--- src/rtl/lkt_pkg.sv ---
package lkt_pkg;
    typedef enum logic {
        MODE_SEEK  = 1'b0,
        MODE_TRACK = 1'b1
    } lkt_mode_e;
endpackage

--- src/rtl/lkt_rise.sv ---
// Remembers the last enabled bit and flags a 0-to-1 change on the current bit.
module lkt_rise (
    input  logic clk,
    input  logic rst_n,
    input  logic clr,
    input  logic bit_en,
    input  logic bit_in,
    output logic rise
);
    logic prev_d, prev_q;

    always_comb begin
        prev_d = prev_q;
        if (clr)         prev_d = 1'b1;
        else if (bit_en) prev_d = bit_in;
    end

    always_ff @(posedge clk or negedge rst_n) begin
        if (!rst_n) prev_q <= 1'b1;
        else        prev_q <= prev_d;
    end

    assign rise = ~prev_q & bit_in;
endmodule

--- src/rtl/lkt_shreg.sv ---
// Collects payload bits, newest at the top.
module lkt_shreg #(
    parameter int W = 17
) (
    input  logic         clk,
    input  logic         rst_n,
    input  logic         clr,
    input  logic         shift,
    input  logic         bit_in,
    output logic [W-1:0] sh_q
);
    logic [W-1:0] sh_d;

    always_comb begin
        sh_d = sh_q;
        if (clr)        sh_d = '0;
        else if (shift) sh_d = {bit_in, sh_q[W-1:1]};
    end

    always_ff @(posedge clk or negedge rst_n) begin
        if (!rst_n) sh_q <= '0;
        else        sh_q <= sh_d;
    end
endmodule

--- src/rtl/lkt_deser.sv ---
module lkt_deser
    import lkt_pkg::*;
#(
    parameter int DATA_W   = 18,
    parameter int ACQ_HITS = 3,
    parameter int MISS_MAX = 2
) (
    input  logic              clk,
    input  logic              rst_n,
    input  logic              pwr_dn,
    input  logic              ref_ok,
    input  logic              bit_en,
    input  logic              bit_in,
    input  logic              out_en,
    output logic [DATA_W-1:0] word_out,
    output logic              word_stb,
    output logic              lock_n
);
    localparam int FRAME_W = DATA_W + 2;
    localparam int POS_W   = $clog2(FRAME_W);
    localparam int HIT_W   = $clog2(ACQ_HITS + 1);
    localparam int MISS_W  = $clog2(MISS_MAX + 1);
    localparam logic [POS_W-1:0]  POS_LAST = POS_W'(FRAME_W - 1);
    localparam logic [POS_W-1:0]  POS_DATA = POS_W'(DATA_W);
    localparam logic [HIT_W-1:0]  HIT_TOP  = HIT_W'(ACQ_HITS - 1);
    localparam logic [MISS_W-1:0] MISS_TOP = MISS_W'(MISS_MAX - 1);

    typedef struct packed {
        lkt_mode_e         mode;
        logic [POS_W-1:0]  pos;
        logic [HIT_W-1:0]  hits;
        logic [MISS_W-1:0] miss;
        logic              lock_n;
        logic              stb;
        logic [DATA_W-1:0] word;
    } lkt_state_t;

    localparam lkt_state_t ST_RESET = '{
        mode: MODE_SEEK, pos: '0, hits: '0, miss: '0,
        lock_n: 1'b1, stb: 1'b0, word: '0
    };

    lkt_state_t        st_d, st_q;
    logic              idle;
    logic              rise;
    logic              shift_en;
    logic [DATA_W-2:0] sh_q;

    assign idle = pwr_dn | ~ref_ok;

    lkt_rise u_rise (
        .clk    (clk),
        .rst_n  (rst_n),
        .clr    (idle),
        .bit_en (bit_en),
        .bit_in (bit_in),
        .rise   (rise)
    );

    lkt_shreg #(.W(DATA_W - 1)) u_shreg (
        .clk    (clk),
        .rst_n  (rst_n),
        .clr    (idle),
        .shift  (shift_en),
        .bit_in (bit_in),
        .sh_q   (sh_q)
    );

    always_comb begin
        st_d     = st_q;
        st_d.stb = 1'b0;
        shift_en = 1'b0;
        if (idle) begin
            st_d = ST_RESET;
        end else if (bit_en) begin
            unique case (st_q.mode)
                MODE_SEEK: begin
                    if (st_q.pos == '0) begin
                        if (rise) begin
                            st_d.pos = POS_W'(1);
                            if (st_q.hits == HIT_TOP) begin
                                st_d.mode = MODE_TRACK;
                                st_d.hits = '0;
                                st_d.miss = '0;
                            end else begin
                                st_d.hits = st_q.hits + 1'b1;
                            end
                        end else begin
                            // candidate fails: try the very next bit
                            st_d.hits = '0;
                        end
                    end else begin
                        st_d.pos = (st_q.pos == POS_LAST) ? '0 : st_q.pos + 1'b1;
                    end
                end
                MODE_TRACK: begin
                    st_d.pos = (st_q.pos == POS_LAST) ? '0 : st_q.pos + 1'b1;
                    if (st_q.pos == '0) begin
                        if (rise) begin
                            st_d.miss = '0;
                        end else if (st_q.miss == MISS_TOP) begin
                            st_d.mode   = MODE_SEEK;
                            st_d.pos    = '0;
                            st_d.hits   = '0;
                            st_d.miss   = '0;
                            st_d.lock_n = 1'b1;
                        end else begin
                            st_d.miss = st_q.miss + 1'b1;
                        end
                    end else if (st_q.pos == POS_DATA) begin
                        st_d.word   = {bit_in, sh_q};
                        st_d.stb    = 1'b1;
                        st_d.lock_n = 1'b0;
                    end else if (st_q.pos < POS_DATA) begin
                        shift_en = 1'b1;
                    end
                end
                default: st_d = ST_RESET;
            endcase
        end
    end

    always_ff @(posedge clk or negedge rst_n) begin
        if (!rst_n) st_q <= ST_RESET;
        else        st_q <= st_d;
    end

    assign lock_n   = st_q.lock_n;
    assign word_stb = st_q.stb & out_en;
    assign word_out = (out_en && !st_q.lock_n) ? st_q.word : '0;
endmodule

--- config.mk ---
export PLATFORM = sky130hd
export DESIGN_NAME = lkt_deser
export DESIGN_NICKNAME = d
export VERILOG_FILES = /design/src/rtl/lkt_pkg.sv /design/src/rtl/lkt_rise.sv /design/src/rtl/lkt_shreg.sv /design/src/rtl/lkt_deser.sv
export SDC_FILE = /design/constraint.sdc
export NUM_CORES = 1
export LEC_CHECK = 0
export CORE_MARGIN = 8
export CORE_UTILIZATION = 45
export CTS_BUF_LIST = sky130_fd_sc_hd__clkbuf_8
export DETAILED_ROUTE_END_ITERATION = 8
export GPL_TIMING_DRIVEN = 0
export PLACE_DENSITY = 0.66
export REMOVE_ABC_BUFFERS = 1
export SLEW_MARGIN = 20
export SYNTH_ARGS = -nofsm -noshare
export SYNTH_HDL_FRONTEND = slang
export SYNTH_SLANG_ARGS = --single-unit
--- constraint.sdc ---
create_clock -name clk -period 5.45 [get_ports clk]
set_clock_uncertainty 0.2 [all_clocks]
set_input_delay 0.545 -clock clk [delete_from_list [all_inputs] [get_ports clk]]
set_output_delay 0.545 -clock clk [all_outputs]
set_load 0.005 [all_outputs]
==> flow_metrics.py, run 1 <==
metrics = {
    "job": {
        "max-cap-violations": 0,
    },
    "power_and_ir_drop": {
        "leakage_nw": 1.24,
        "p_per_area_nw_per_um2": 215,
        "vdd_drop_max_uv": 106,
        "power_uw": 591,
    },
    "sta": {
        "fmax_ghz": 0.308,
        "setup_violations": 0,
        "holdWs_ns": 0.0267,
        "fin_crit_ns": 3.25,
        "fin_crit_sh_pct": 59.7,
        "slew_headroom_pct": 38.5,
        "finalHoldViolCount": 0,
        "grt_setup_unrepaired": "no",
        "timing.setup.tns_ns": 0,
        "worst_slew_pin_slew_ns": 0.921,
        "finalMaxSlewViolations": 0,
    },
    "worst_setup_path": {
        "crit_arrival_ns": 2.51,
        "crit_required_ns": 4.70,
        "critPathKind": "input port to primary output",
        "cp-endpoint": "word_out[1]",
        "endpoint_kind": "primary output",
        "crit_fanout": 18,
        "regToRegSetupSlack_ns": 3.00,
        "start_kind": "input port",
        "r2r-end": "u_shreg.sh_q[7]",
        "critPathLaunch": "out_en",
        "reg2reg_depth": 7,
        "rr_startpoint": "st_q[24]",
    },
    "cells_and_area": {
        "area_growth_pct": 17.1,
        "nFillCells": 498,
        "drive_above_1_share_pct": 8.53,
        "antenna_cells": 0,
        "final_nets": 267,
    },
    "clocking": {
        "tritoncts": "built",
        "clk_pin_slew_ns": 0.09,
        "numCtsBuffers": 5,
        "clock-sinks": 48,
        "htreeDepth": 2,
        "cts_buffer_depth": 2,
        "clkLatencyLatePin_ns": 0.30,
        "hold_buffers": 0,
        "ctsResizeCount": 0,
        "cts_setup_buffers": 0,
        "cts_root_buf": "clkbuf_8",
    },
    "synthesis": {
        "ys_top_cells_by_area": "dfrtp_1 (49%), mux2i_1 (7.7%), nand2_1 (6.4%), and2_1 (5.1%), a21oi_1 (4.7%)",
        "ys_seq_area_share_pct": 51.2,
        "async_flop_share_pct": 100,
        "syn_area_um2": 2350,
        "yosys.area.top_type": "dfrtp_1",
        "netlist.area_leader.share_pct": 49.0,
        "synthFlopType": "dfrtp_1",
        "synth_seq_cells": 48,
        "syn_avg_cell_area_um2": 9.92,
        "synth.distinct_cells": 42,
        "yosysWarnings": 0,
        "synth_cells": 237,
        "synth_edf_count": 0,
    },
    "global_route": {
        "grt_pass1_wl_um": 7400,
        "grt_pass1_vias": 1552,
        "grt_max_degree": 34,
        "grt-ovfl-total": 0,
        "antenna_found_initial": 0,
        "grt_use_total_pct": 12.0,
    },
    "drt": {
        "antenna_left": 0,
        "routed_wl_um": 4310,
        "drt_pass1_iterations": 4,
        "vias": 1643,
        "wl_per_cell_um": 13.1,
        "drtIter0Drc": 82,
        "drc_errors": 0,
        "vias_per_cell": 5.01,
    },
    "place": {
        "numPortBuffers": 26,
        "place_hpwl_um": 2950,
        "gp_congestion": 0.873,
    },
    "floorplan": {
        "dieArea_um2": 7790,
        "die-width_um": 88.3,
        "die_h_um": 88.3,
        "core_region_area_um2": 5070,
        "io_pins": 27,
        "fp-row-count": 26,
        "start_util_pct": 46.3,
    },
    "hold_path": {
        "hold_path.class": "input port to async pin",
    },
    "outcome": {
        "status": "finished clean",
    },
}
per-stage QoR:
stage | cells | worst slack, ns | cell area (µm²) | util (%)
CTS | 328 | 2.12 | 2750 | 54.1
detailed placement | 320 | 2.13 | 2660 | 52.4
finish | 328 | 2.20 | 2750 | 54.2
floorplan | 221 | 3.03 | 2260 | -
global placement | 317 | 2.09 | 2610 | 51.4
global route | 328 | 2.00 | 2750 | 54.2
power by group:
part           internal, mW  leakage (nW)  switching (mW)
clock                0.0895        0.0479           0.119
combinational       0.00893         0.533          0.0175
sequential            0.356         0.664        0.000200
cells in the final DEF, fill, tap and decap left out, drive strengths merged, types with 4 or more instances in the layout:
master and instances:
nand2 40, nand3 4, a21oi 23, dfrtp 46
and2 19, clkdlybuf4s50 25, inv 6, nor2 20
mux2i 18, clkbuf 5, nor3 4, buf 4
kinds of logic (layout without fill, tap and decap cells):
family                     count (synthesis)  after routing  share of synthesized area [%]
buffers and inverters                     22             43                           4.74
and+or+nand+nor                          101            101                           21.4
muxes                                     19             19                           8.14
DFF                                       48             48                           51.2
adders and majority gates                  3              3                           1.60
AOI/OAI and AO/OA                         43             43                           12.6
xor gates and xnor gates                   1              1                          0.373
worst min-delay path by stage:
| stage | slack (ns) | depth (start not counted) | startpoint | end |
|---|---|---|---|---|
| after global routing | 0.05 | 1 | rst_n | st_q[11] |
| after floorplan | 0.05 | 0 | rst_n | st_q[0] |
| after global placement | 0.27 | 1 | st_q[22] | st_q[23] |
| after detailed placement | 0.29 | 1 | st_q[22] | st_q[23] |
| final | 0.03 | 1 | rst_n | st_q[9] |
| after CTS | 0.03 | 1 | rst_n | st_q[9] |
synth_stat cells (2+ instances only):
cell	instances
a211o_1	2
clkbuf_1	9
nor2b_1	3
mux2i_1	18
inv_1	6
nand3b_1	2
dfstp_2	2
nand3_1	4
a21oi_1	22
ha_1	3
a31o_2	2
a22o_1	3
nand2_1	40
dfrtp_1	46
and2_1	19
nor3_1	3
nor2_1	20
buf_6	3
buf_2	2
nand2b_1	2
a31oi_1	2
o21ai_0	3
or3_1	2
flip-flops by register name (all words and copies together), names as in the netlist:
| register | count |
|---|---|
| u_rise.prev_q | 1 |
| u_shreg.sh_q | 17 |
| st_q | 29 |
| lock_n | 1 |
critical path, cell delays in order:
cell and delay, ns:
clkdlybuf4s50_1 0.48, nor2b_1 0.74, and2_1 0.23, clkdlybuf4s50_1 0.50
layout make-up:
cell class / instances / area (µm²) / area share (%)
Tap cell: 70 / 87.6 / 3.18
Sequential cell: 48 / 1200 / 43.7
Multi-Input combinational cell: 167 / 1040 / 38.0
Inverter: 6 / 22.5 / 0.818
Clock buffer: 5 / 68.8 / 2.50
Timing Repair Buffer: 29 / 307 / 11.1
Clock inverter: 3 / 18.8 / 0.682
layer usage:
layer	vias up	wire, µm	global-route usage [%]
li1	845	-	-
met1	764	2130	15.6
met2	27	1900	18.4
met3	7	203	2.79
met4	0	76	5.53
met5	-	0	0
No activity file was read; power rests on OpenSTA's default activity.
==> inputs of run 2 (changes only) <==
- clock period: 5.45 -> 3.3 ns (I/O delays scaled with it)
==> flow_metrics.py, run 2 (same netlist as run 1, synthesis figures left out) <==
metrics = {
    "worst_setup_path": {
        "start_kind": "input port",
        "crit_fanout": 18,
        "crit_arrival_ns": 2.29,
        "endpoint_kind": "primary output",
        "crit_required_ns": 2.77,
        "critPathKind": "input port to primary output",
        "reg2reg_depth": 7,
    },
    "place": {
        "place_hpwl_um": 2950,
        "numPortBuffers": 26,
        "dp_cells": 320,
        "gp_congestion": 0.873,
    },
    "drt": {
        "drtIter0Drc": 70,
        "drc_errors": 0,
        "wl_per_cell_um": 13.1,
        "drt_pass1_iterations": 4,
        "vias_per_cell": 5.02,
        "antenna_left": 0,
        "vias": 1650,
        "routed_wl_um": 4320,
    },
    "sta": {
        "worst_slew_pin_slew_ns": 0.921,
        "finalMaxSlewViolations": 0,
        "timing.setup.tns_ns": 0,
        "grt_setup_unrepaired": "no",
        "fin_crit_ns": 2.82,
        "setup_violations": 0,
        "fmax_ghz": 0.354,
        "fin_crit_sh_pct": 85.5,
        "finalHoldViolCount": 0,
        "slew_headroom_pct": 38.5,
    },
    "floorplan": {
        "fp-row-count": 26,
        "dieArea_um2": 7790,
        "start_util_pct": 46.3,
        "io_pins": 27,
        "core_region_area_um2": 5070,
        "die_h_um": 88.3,
        "die-width_um": 88.3,
    },
    "hold_path": {
        "hold_path.class": "register to register",
        "hold-path-cell-count": 1,
    },
    "cells_and_area": {
        "fin_util_pct": 54.4,
        "regMostFlops": "st_q",
        "final_common_cell": "dfrtp_1",
        "final_cells": 329,
        "area_growth_pct": 17.5,
        "final_cell_mix": "dfrtp_1 (46), nand2_1 (40), clkdlybuf4s50_1 (25)",
        "nFillCells": 497,
        "antenna_cells": 0,
        "final_nets": 268,
        "seq_area_um2": 1200,
        "drive_above_1_share_pct": 8.49,
        "largestRegisters": "st_q (29), u_shreg.sh_q (17)",
        "largest_register_ffs": 29,
        "multi_input_area_um2": 1040,
    },
    "power_and_ir_drop": {
        "leakage_nw": 1.25,
        "p_int_uw": 752,
        "combPwrFrac_pct": 4.6,
        "power.share.sequential_pct": 60.3,
        "switching_share_pct": 23.1,
        "vdd_drop_max_uv": 175,
        "p_per_area_nw_per_um2": 354,
        "p_sw_uw": 225,
        "pwr-share-clk_pct": 35.2,
    },
    "global_route": {
        "antenna_found_initial": 0,
        "grt_pass1_vias": 1561,
        "grt_pass1_wl_um": 7450,
        "grt_max_degree": 34,
        "grt-ovfl-total": 0,
        "grt_use_total_pct": 12.0,
    },
    "clocking": {
        "clk_pin_slew_ns": 0.09,
        "cts_setup_buffers": 0,
        "ctsResizeCount": 0,
        "cts_buffer_depth": 2,
        "hold_buffers": 1,
        "tritoncts": "built",
        "clkLatencyLatePin_ns": 0.30,
        "numCtsBuffers": 5,
        "clock-sinks": 48,
        "htreeDepth": 2,
        "cts_root_buf": "clkbuf_8",
    },
    "job": {
        "max-cap-violations": 0,
    },
    "outcome": {
        "status": "finished clean",
    },
}
==> run 2: cell types whose count changed in the layout (fill, tap and decap cells not counted), sizes merged <==
cell and change:
dlygate4sd3 +1
==> run 2: through the flow <==
step / area, µm² / total power, mW / setup WS (ns) / hold WS, ns
final: 2760 / 0.977 / 0.479 / 0.296
after global routing: 2760 / 1.02 / 0.275 / 0.317
after CTS: 2760 / 0.994 / 0.397 / 0.291
after detailed placement: 2660 / 0.646 / 0.406 / 0.153
after global placement: 2610 / 0.640 / 0.331 / 0.273
after floorplan: 2260 / 0.614 / 0.882 / -0.166
==> run 2: layer usage <==
| metal | routed length (µm) | track usage (%) | up-vias | part of all wire, % |
|---|---|---|---|---|
| li1 | - | - | 846 | - |
| met1 | 2100 | 15.6 | 768 | 49 |
| met2 | 1930 | 18.5 | 29 | 45 |
| met3 | 206 | 2.79 | 7 | 4.8 |
| met4 | 77 | 5.53 | 0 | 1.8 |
| met5 | 0 | 0 | - | 0 |
==> run 2: power by group through the flow <==
stage | Combinational, mW | Sequential (mW) | Clock (mW)
after floorplan | 0.0137 | 0.601 | 0
after global placement | 0.0399 | 0.601 | 0
after detailed placement | 0.0452 | 0.600 | 0
after CTS | 0.0461 | 0.589 | 0.359
after global routing | 0.0504 | 0.589 | 0.379
final | 0.0445 | 0.589 | 0.344
==> run 2: final cells by class <==
type,count,share of cell area (%)
repair buffers,30,11.5
well taps,70,3.17
flip-flops and latches,48,43.6
clock buffers,5,2.49
clock inverters,3,0.679
inverters,6,0.815
multi-input cells,167,37.8
==> run 2: worst paths after layout <==
check,from,end,slack [ns]
max,out_en,word_out[1],0.48
min,st_q[22],st_q[23],0.30
max reg2reg,st_q[24],u_shreg.sh_q[7],0.85
min reg2reg,st_q[22],st_q[23],0.30
max in group asynchronous,rst_n,lock_n,1.95
min in group asynchronous,rst_n,st_q[9],0.35
==> run 2: critical path, cell delays in order <==
cell,delay (ns)
clkdlybuf4s50_1,0.48
nor2b_1,0.74
and2_1,0.23
clkdlybuf4s50_1,0.50
==> inputs of run 3 (changes only) <==
--- a/config.mk
+++ b/config.mk
@@ -7,2 +7,3 @@
 export LEC_CHECK = 0
+export ABC_CLOCK_PERIOD_IN_PS = 3300
 export CORE_MARGIN = 8
@@ -11,2 +12,3 @@
 export DETAILED_ROUTE_END_ITERATION = 8
+export GPL_ROUTABILITY_DRIVEN = 0
 export GPL_TIMING_DRIVEN = 0
--- a/constraint.sdc
+++ b/constraint.sdc
@@ -4,2 +4,2 @@
 set_output_delay 0.33 -clock clk [all_outputs]
-set_load 0.005 [all_outputs]
+set_load 0.05 [all_outputs]
==> flow_metrics.py, run 3 (same netlist as run 1, synthesis figures left out) <==
metrics = {
    "clocking": {
        "clk_pin_slew_ns": 0.09,
        "clkLatencyLatePin_ns": 0.30,
        "clock-sinks": 48,
        "numCtsBuffers": 5,
        "cts_buffer_depth": 2,
        "tritoncts": "built",
        "cts_root_buf": "clkbuf_8",
        "htreeDepth": 2,
    },
    "sta": {
        "worst_slew_pin_slew_ns": 0.699,
        "grt_setup_unrepaired": "no",
        "fmax_ghz": 0.353,
        "setup_violations": 0,
        "fin_crit_sh_pct": 85.9,
        "slew_headroom_pct": 53.2,
        "finalMaxSlewViolations": 0,
        "finalHoldViolCount": 0,
        "fin_crit_ns": 2.83,
        "timing.setup.tns_ns": 0,
    },
    "worst_setup_path": {
        "critPathKind": "input port to primary output",
        "crit_arrival_ns": 2.30,
        "crit_fanout": 18,
        "rr_startpoint": "st_q[24]",
        "path_delay_family": "buffers and inverters",
        "reg2reg_depth": 7,
        "crit_chain": "clkdlybuf4s50_1, nor2b_2, and2_1, clkdlybuf4s50_1",
        "regToRegSetupSlack_ns": 0.85,
        "crit_path_max_incr_delay_ns": 0.80,
        "crit_required_ns": 2.77,
        "start_kind": "input port",
        "cp_common_cell": "clkdlybuf4s50_1",
        "crit_buf_inv": 2,
        "r2r-end": "u_shreg.sh_q[7]",
        "crit_slowest_cell": "clkdlybuf4s50_1",
        "endpoint_kind": "primary output",
    },
    "outcome": {
        "status": "finished clean",
    },
    "cells_and_area": {
        "largestRegisters": "st_q (29), u_shreg.sh_q (17)",
        "regMostFlops": "st_q",
        "largest_register_ffs": 29,
        "antenna_cells": 0,
        "area_growth_pct": 17.6,
        "nFillCells": 499,
        "final_common_cell": "dfrtp_1",
        "drive_above_1_share_pct": 8.88,
        "final_cell_mix": "dfrtp_1 (46), nand2_1 (40), clkdlybuf4s50_1 (25)",
        "final_cells": 329,
        "final_nets": 268,
    },
    "power_and_ir_drop": {
        "leakage_nw": 1.25,
        "p_per_area_nw_per_um2": 353,
        "vdd_drop_max_uv": 175,
    },
    "floorplan": {
        "fp-row-count": 26,
        "die-width_um": 88.3,
        "dieArea_um2": 7790,
        "start_util_pct": 46.3,
        "core_region_area_um2": 5070,
        "die_h_um": 88.3,
        "io_pins": 27,
    },
    "job": {
        "max-cap-violations": 0,
    },
    "place": {
        "place_hpwl_um": 2950,
        "dp_cells": 320,
        "numPortBuffers": 26,
    },
    "drt": {
        "vias_per_cell": 4.99,
        "routed_wl_um": 4300,
        "antenna_left": 0,
        "vias": 1642,
        "drc_errors": 0,
        "drt_pass1_iterations": 4,
        "wl_per_cell_um": 13.1,
        "drtIter0Drc": 72,
    },
    "global_route": {
        "antenna_found_initial": 0,
        "grt_pass1_vias": 1561,
        "grt_pass1_wl_um": 7450,
        "grt_use_total_pct": 12.0,
        "grt-ovfl-total": 0,
        "grt_max_degree": 34,
    },
    "hold_path": {
        "hold_path.class": "register to register",
        "hold_path_end": "st_q[23]",
        "hold-path-cell-count": 1,
        "min_from": "st_q[22]",
    },
}
run 3: cell counts in the layout (fill, tap and decap cells not counted):
Identical to the previous run, type by type.
run 3: per-stage QoR:
stage / utilization, % / total power, mW / setup slack, ns / instance area, µm² / hold slack [ns]
5_1_grt: 54.5 / 1.02 / 0.318 / 2770 / 0.317
6_report: 54.5 / 0.976 / 0.466 / 2770 / 0.296
2_1_floorplan: - / 0.614 / 0.882 / 2260 / -0.166
3_3_place_gp: 51.4 / 0.640 / 0.0735 / 2610 / 0.273
4_1_cts: 54.3 / 0.994 / 0.0962 / 2760 / 0.291
3_5_place_dp: 52.4 / 0.646 / 0.104 / 2660 / 0.153
run 3: metal layers:
metal	track usage [%]	wire, µm	vias up
met2	18.5	1900	25
li1	-	-	846
met1	15.6	2140	764
met3	2.79	187	7
met5	0	0	-
met4	5.53	76	0
run 3: worst max path at each step:
stage / startpoint / to / slack [ns] / depth (start not counted)
after floorplan: st_q[24] / u_shreg.sh_q[0] / 0.88 / 6
after global placement: out_en / word_out[13] / 0.07 / 4
after detailed placement: out_en / word_out[1] / 0.10 / 4
after CTS: out_en / word_out[1] / 0.1 / 4
after global routing: out_en / word_out[8] / 0.32 / 4
final: out_en / word_out[1] / 0.47 / 4
run 3: cell type report:
class	instances	area (µm²)	area share (%)
Clock inverter	3	18.8	0.679
Tap cell	70	87.6	3.17
Sequential cell	48	1200	43.5
Inverter	6	22.5	0.814
Clock buffer	5	68.8	2.49
Multi-Input combinational cell	167	1050	37.9
Timing Repair Buffer	30	317	11.4
run 3: what timing repair did:
item / CTS / global route
hold buffers: 1 / 0
gates resized for setup: 0 / 1
endpoints found under the hold margin: 23 / 0
endpoints found under the setup margin: 0 / 15
buffers inserted: 0 / 0
run 3: power by group:
part           total (mW)  internal [mW]  switching [mW]
logic              0.0445         0.0156          0.0290
registers           0.589          0.588        0.000331
clock network       0.343          0.148           0.195
total               0.976          0.752           0.225
